<file path="src/rtl/pend_resolver_pkg.sv">
package pend_resolver_pkg;
  localparam int DIRECT_W = 8;
  localparam int BANK_W   = 32;
  localparam int BASIC_W  = 21;
  localparam int NUM_W    = 7;
  localparam int POS_W    = 5;
  localparam int NBANK    = 2;

  // summary word layout
  localparam int SUM_BIT0  = 8;   // bank A summary, bank B at +1
  localparam int MIR1_LSB  = 10;
  localparam int MIR1_N    = 5;
  localparam int MIR2_LSB  = MIR1_LSB + MIR1_N;
  localparam int MIR2_N    = 6;

  localparam int BASE1 = DIRECT_W;
  localparam int BASE2 = DIRECT_W + BANK_W;

  // mirror lists, entry 0 in the low field = searched first
  localparam logic [MIR1_N*POS_W-1:0] MIR1_POS =
    {5'd19, 5'd18, 5'd10, 5'd9, 5'd7};
  localparam logic [MIR2_N*POS_W-1:0] MIR2_POS =
    {5'd30, 5'd25, 5'd24, 5'd23, 5'd22, 5'd21};

  function automatic logic [BANK_W-1:0] list_mask(
      input logic [MIR2_N*POS_W-1:0] pos, input int n);
    logic [BANK_W-1:0] m;
    m = '0;
    for (int i = 0; i < n; i++) m[pos[i*POS_W +: POS_W]] = 1'b1;
    return m;
  endfunction

  localparam logic [BANK_W-1:0] MIR1_MASK =
    list_mask((MIR2_N*POS_W)'(MIR1_POS), MIR1_N);
  localparam logic [BANK_W-1:0] MIR2_MASK = list_mask(MIR2_POS, MIR2_N);
endpackage

</file>
<file path="src/rtl/prs_lsb_find.sv">
module prs_lsb_find #(
  parameter int W     = 8,
  parameter int IDX_W = (W > 1) ? $clog2(W) : 1
) (
  input  logic [W-1:0]     vec,
  output logic             found,
  output logic [IDX_W-1:0] idx
);
  always_comb begin
    found = |vec;
    idx   = '0;
    for (int i = W - 1; i >= 0; i--) begin
      if (vec[i]) idx = IDX_W'(i);
    end
  end
endmodule

</file>
<file path="src/rtl/prs_mirror_pick.sv">
module prs_mirror_pick
  import pend_resolver_pkg::*;
#(
  parameter int                  N   = 5,
  parameter logic [N*POS_W-1:0]  POS = '0
) (
  input  logic [N-1:0]     mir,
  output logic             hit,
  output logic [POS_W-1:0] pos
);
  localparam int IW = (N > 1) ? $clog2(N) : 1;
  logic [IW-1:0] first;

  prs_lsb_find #(.W(N), .IDX_W(IW)) u_first (
    .vec(mir), .found(hit), .idx(first)
  );

  always_comb begin
    pos = '0;
    for (int i = 0; i < N; i++) begin
      if (first == IW'(i)) pos = POS[i*POS_W +: POS_W];
    end
  end
endmodule

</file>
<file path="src/rtl/pend_resolver.sv">
module pend_resolver
  import pend_resolver_pkg::*;
(
  input  logic               clk,
  input  logic               rst_n,
  input  logic [BASIC_W-1:0] basic_pend,
  input  logic [BANK_W-1:0]  bank1_pend,
  input  logic [BANK_W-1:0]  bank2_pend,
  output logic [NUM_W-1:0]   irq_num,
  output logic               irq_vld
);
  localparam int DIDX_W = $clog2(DIRECT_W);
  localparam int BIDX_W = $clog2(BANK_W);
  localparam logic [NBANK*BANK_W-1:0] MASKS = {MIR2_MASK, MIR1_MASK};
  localparam logic [NBANK*NUM_W-1:0]  BASES = {NUM_W'(BASE2), NUM_W'(BASE1)};

  logic                 dir_hit;
  logic [DIDX_W-1:0]    dir_idx;
  logic                 m1_hit, m2_hit;
  logic [POS_W-1:0]     m1_pos, m2_pos;
  logic [NBANK*BANK_W-1:0] bank_all;
  logic [NBANK-1:0]     bk_hit;
  logic [NBANK*BIDX_W-1:0] bk_idx;
  logic [NUM_W-1:0]     num_d, num_q;
  logic                 vld_d, vld_q;

  assign bank_all = {bank2_pend, bank1_pend};

  prs_lsb_find #(.W(DIRECT_W), .IDX_W(DIDX_W)) u_direct (
    .vec(basic_pend[DIRECT_W-1:0]), .found(dir_hit), .idx(dir_idx)
  );

  prs_mirror_pick #(.N(MIR1_N), .POS(MIR1_POS)) u_mir1 (
    .mir(basic_pend[MIR1_LSB +: MIR1_N]), .hit(m1_hit), .pos(m1_pos)
  );

  prs_mirror_pick #(.N(MIR2_N), .POS(MIR2_POS)) u_mir2 (
    .mir(basic_pend[MIR2_LSB +: MIR2_N]), .hit(m2_hit), .pos(m2_pos)
  );

  // full bank scans, mirrored bits removed, gated by the summary bit
  for (genvar g = 0; g < NBANK; g++) begin : g_bank
    logic [BANK_W-1:0] masked;
    logic              fnd;
    assign masked = bank_all[g*BANK_W +: BANK_W] & ~MASKS[g*BANK_W +: BANK_W];
    prs_lsb_find #(.W(BANK_W), .IDX_W(BIDX_W)) u_scan (
      .vec(masked), .found(fnd), .idx(bk_idx[g*BIDX_W +: BIDX_W])
    );
    assign bk_hit[g] = fnd & basic_pend[SUM_BIT0 + g];
  end

  // next-state selection in fixed priority
  always_comb begin
    num_d = '0;
    vld_d = 1'b1;
    if (basic_pend == '0) begin
      vld_d = 1'b0;
    end else if (dir_hit) begin
      num_d = NUM_W'(dir_idx);
    end else if (m1_hit) begin
      num_d = NUM_W'(BASE1) + NUM_W'(m1_pos);
    end else if (m2_hit) begin
      num_d = NUM_W'(BASE2) + NUM_W'(m2_pos);
    end else if (bk_hit[0]) begin
      num_d = BASES[0 +: NUM_W] + NUM_W'(bk_idx[0 +: BIDX_W]);
    end else if (bk_hit[1]) begin
      num_d = BASES[NUM_W +: NUM_W] + NUM_W'(bk_idx[BIDX_W +: BIDX_W]);
    end else begin
      vld_d = 1'b0;
    end
  end

  always_ff @(posedge clk or negedge rst_n) begin
    if (!rst_n) begin
      num_q <= '0;
      vld_q <= 1'b0;
    end else begin
      num_q <= num_d;
      vld_q <= vld_d;
    end
  end

  assign irq_num = num_q;
  assign irq_vld = vld_q;

  // ---------------- assertions ----------------
  logic arm_q;
  always_ff @(posedge clk or negedge rst_n) begin
    if (!rst_n) arm_q <= 1'b0;
    else        arm_q <= 1'b1;
  end


  idle_word_chk: assert property (@(posedge clk) disable iff (!rst_n)
    (basic_pend == '0) |=> !irq_vld);


  direct_first_chk: assert property (@(posedge clk) disable iff (!rst_n)
    (basic_pend[DIRECT_W-1:0] != '0) |=> (irq_vld && irq_num < NUM_W'(DIRECT_W)));


  bank1_src_pending_chk: assert property (@(posedge clk) disable iff (!rst_n)
    (irq_vld && irq_num >= NUM_W'(BASE1) && irq_num < NUM_W'(BASE2)) |->
      (|($past(bank1_pend) & (32'd1 << (irq_num - NUM_W'(BASE1))))));


  bank2_src_pending_chk: assert property (@(posedge clk) disable iff (!rst_n)
    (irq_vld && irq_num >= NUM_W'(BASE2)) |->
      (|($past(bank2_pend) & (32'd1 << (irq_num - NUM_W'(BASE2))))));


  mirror_before_scan_chk: assert property (@(posedge clk) disable iff (!rst_n)
    (basic_pend[DIRECT_W-1:0] == '0 && basic_pend[MIR1_LSB +: MIR1_N] != '0) |=>
      (irq_vld && irq_num >= NUM_W'(BASE1) && irq_num < NUM_W'(BASE2)));


  hold_stable_chk: assert property (@(posedge clk) disable iff (!rst_n)
    (arm_q && $stable(basic_pend) && $stable(bank1_pend) && $stable(bank2_pend))
      |=> ($stable(irq_num) && $stable(irq_vld)));
endmodule

</file>
<file path="config.mk">
export PLATFORM = sky130hd
export DESIGN_NAME = pend_resolver
export DESIGN_NICKNAME = d
export VERILOG_FILES = /design/src/rtl/pend_resolver_pkg.sv /design/src/rtl/prs_lsb_find.sv /design/src/rtl/prs_mirror_pick.sv /design/src/rtl/pend_resolver.sv
export SDC_FILE = /design/constraint.sdc
export NUM_CORES = 1
export LEC_CHECK = 0
export BUFFER_PORTS_ARGS = -buffer_cell sky130_fd_sc_hd__buf_2
export CAP_MARGIN = 10
export CORE_ASPECT_RATIO = 1.75
export CORE_MARGIN = 10
export CORE_UTILIZATION = 45
export CTS_CLUSTER_DIAMETER = 100
export DETAILED_ROUTE_END_ITERATION = 7
export GPL_TIMING_DRIVEN = 0
export PLACE_DENSITY_LB_ADDON = 0.1
export SYNTH_ARGS = -nofsm -noshare
export SYNTH_HDL_FRONTEND = slang
export SYNTH_SLANG_ARGS = --single-unit
export TNS_END_PERCENT = 100
</file>
<file path="constraint.sdc">
create_clock -name clk -period 0.9 [get_ports clk]
set_clock_uncertainty 0.2 [all_clocks]
set_input_delay 0.045 -clock clk [delete_from_list [all_inputs] [get_ports clk]]
set_output_delay 0.045 -clock clk [all_outputs]
set_load 0.05 [all_outputs]
</file>
==> flow_summary_export.csv <==
group,metric,value,unit
synth,synth.cell_area,0.00133,mm²
placement,gp_congestion,0.788,
worst_setup_path,cp_data_arrival_time,1.82,ns
worst_setup_path,critPathMaxFanout,4,
timing,layout_setup_ws,-1.03,ns
worst_setup_path,critPathCaptureType,"register",
cells_and_area,fillers,226,
clock_tree,cts_buffer_depth,2,
synth,synth_top_area_frac,0.151,
routing,ant_nets,0,
timing,slew_headroom,0.636,
grt,grt_pass1_vias,2147,
synth,synthAdderAreaFrac,0.0283,
routing,wl_per_cell,17.1,µm
cells_and_area,drive_above_1_share,0.459,
clock_tree,cts-root-buf,"clkbuf_8",
synth,synthTopCellsByCount,"nor2_1, a21oi_1, nor4_1, inv_1, nor3_1",
grt,antenna_found_initial,0,
floorplan,die_area,0.00560,mm²
power,powerDensity,668,mW/mm²
power,cellLeakagePower,0.994,nW
cells_and_area,utilization,0.792,
cells_and_area,antenna_cells,0,
synth,netlist_top_cells_area,"dfrtp_1, nor2_1, a21oi_1, nor4_1, nor3_1",
status,status,"finished with violations",
routing,vias_per_cell,6.23,
grt,grt_pass1_wl,8580,µm
floorplan,io_pins,95,
synth,synth-compound-area-share,0.374,
worst_setup_path,path_class,"in2reg",
clock_tree,htreeDepth,1,
routing,drt-total-wl,5530,µm
placement,postPlaceCellArea,0.00179,mm²
placement,place_hpwl,3970,µm
timing,setup_violations,16,
clock_tree,clkTransAtPathRegs,0.04,ns
cells_and_area,seq_area,200,µm²
cells_and_area,multi_input_comb_area,0.00125,mm²
routing,drcViolationCount,0,
synth,synth-simple-area-share,0.396,
synth,synth_edf_count,0,
synth,ys_seq_area_frac,0.151,
status,violations,"negative hold slack, negative setup slack",
worst_setup_path,start_kind,"input port",
clock_tree,cts_tree,"yes",
routing,first_pass_iters,4,
synth,ys_seq_elements,8,
synth,yosysUniqueCellTypes,47,
floorplan,fp-row-count,26,
synth,synth_xor_area_frac,0,
clock_tree,cts_buffers,3,
clock_tree,clock_sinks,8,
job,maxCapViolCount,0,
timing,slew_viol_final,0,
synth,synth_largest_area_cell,"dfrtp_1",
power,power,0.00151,W
floorplan,core,0.00286,mm²
timing,worst_pin_slew,0.539,ns
power,max-vdd-ir-drop,0.000411,V
synth,synthMuxAreaShare,0,
routing,first_iter_violations,63,
grt,grtUsageTotal,0.181,
timing,tns,-8.32,ns
grt,grt_max_degree,9,
worst_setup_path,worstSetupStartpoint,"bank2_pend[19]",
timing,max_clock_freq,0.518,GHz
timing,hold_viol_final,12,
worst_setup_path,cp.required,0.80,ns
floorplan,initial_core_util,0.463,
clock_tree,hold_buffers,1,
placement,place_ws,-1.58,ns
timing,fin_crit,1.93,ns
synth,synth_most_common_cell,"nor2_1",
placement,port-buffer-count,83,
grt,grt_overflow,0,
floorplan,die_x,61.0,µm
floorplan,die_h,91.8,µm
timing,period_share,2.14,
timing,fin_hold_ws,-0.0472,ns
routing,route.vias.total,2020,
synth,asyncSetResetFlopFracSynth,1.00,
hold_path,hold_path.class,"in2reg",
synth,synthCells,190,
cells_and_area,fin_nets,388,
timing,grt_setup_unrepaired,"yes",
synth,synth_top_family_by_area,"simple AND/OR/NAND/NOR gates",
worst_setup_path,crit_path_end,"irq_num[5]",
synth,synthesis.nets,280,
cells_and_area,area_delta_synth_final,70.9,%
synth,synth_ff_type,"dfrtp_1",
synth,yosys_warnings,0,
synth,synth_area_per_cell,6.98,µm²
cells_and_area,fin_area,0.00227,mm²
placed cells by master (no fill, tap or decap), types with 8 or more instances in the layout:
cell      n
dfrtp_1   8
a21oi_1  20
buf_4    16
nor2_1   28
nor3_1    8
nand2_1   8
inv_1    14
nor4_4    9
buf_2    68
buf_6    18
logic make-up (layout without fill, tap and decap cells):
family,count (synthesis),after routing
and+or+nand+nor,94,94
AOI/OAI and AO/OA,69,69
buffers and inverters,15,121
DFF,8,8
adders and majority gates,3,3
other,1,1
state kept, by name, summed over array words and instances, names as in the netlist:
register	cells
irq_num	7
irq_vld	1
worst min path at each step:
| stage | startpoint | endpoint | slack [ns] | depth (start not counted) |
|---|---|---|---|---|
| 2_1_floorplan | rst_n | irq_num[0] | -0.45 | 0 |
| 3_3_place_gp | rst_n | irq_num[6] | -0.32 | 1 |
| 3_5_place_dp | rst_n | irq_num[4] | -0.32 | 1 |
| 4_1_cts | basic_pend[0] | irq_num[1] | -0.06 | 4 |
| 5_1_grt | basic_pend[0] | irq_num[0] | -0.04 | 3 |
| 6_report | basic_pend[0] | irq_num[0] | -0.05 | 3 |
where the power goes:
part	leakage [nW]	internal, W	total (W)	switching [W]
Sequential	0.104	0.000369	0.000372	0.00000325
Clock	0.0216	0.000289	0.000423	0.000134
Combinational	0.869	0.000325	0.000719	0.000394
through the flow:
| step | hold WS [ns] | std cells |
|---|---|---|
| 4_1_cts | -0.0556 | 320 |
| 5_1_grt | -0.0389 | 324 |
| 3_3_place_gp | -0.316 | 301 |
| 6_report | -0.0472 | 324 |
| 2_1_floorplan | -0.451 | 190 |
| 3_5_place_dp | -0.315 | 301 |
routing by layer:
metal | track usage | vias up | wire [µm]
met5 | 0 | - | 0
met2 | 0.345 | 72 | 3250
met4 | 0.0827 | 0 | 207
li1 | - | 972 | -
met1 | 0.165 | 956 | 1730
met3 | 0.0401 | 20 | 347
layout make-up:
class                   count  area share
plain buffers               1     0.00497
clock buffers               3      0.0182
inverters                  14      0.0232
multi-input cells         167       0.551
flip-flops and latches      8      0.0883
well taps                  28      0.0155
repair buffers            103       0.299
what timing repair did:
item / in CTS / in global routing
buffers inserted: 15 / 5
endpoints found under the hold margin: 12 / 2
setup endpoints to repair: 16 / 16
resized for setup: 49 / 10
gates cloned: 1 / 0
pin swaps: 19 / 13
worst max-delay path: stages:
cell and delay, ns:
buf_6 0.09, or4_4 0.57, a211o_1 0.26, a31oi_2 0.16, ha_1 0.23, nor3_2 0.08
a211oi_1 0.28, nor3_1 0.11
(Power assumes the default switching activity.)
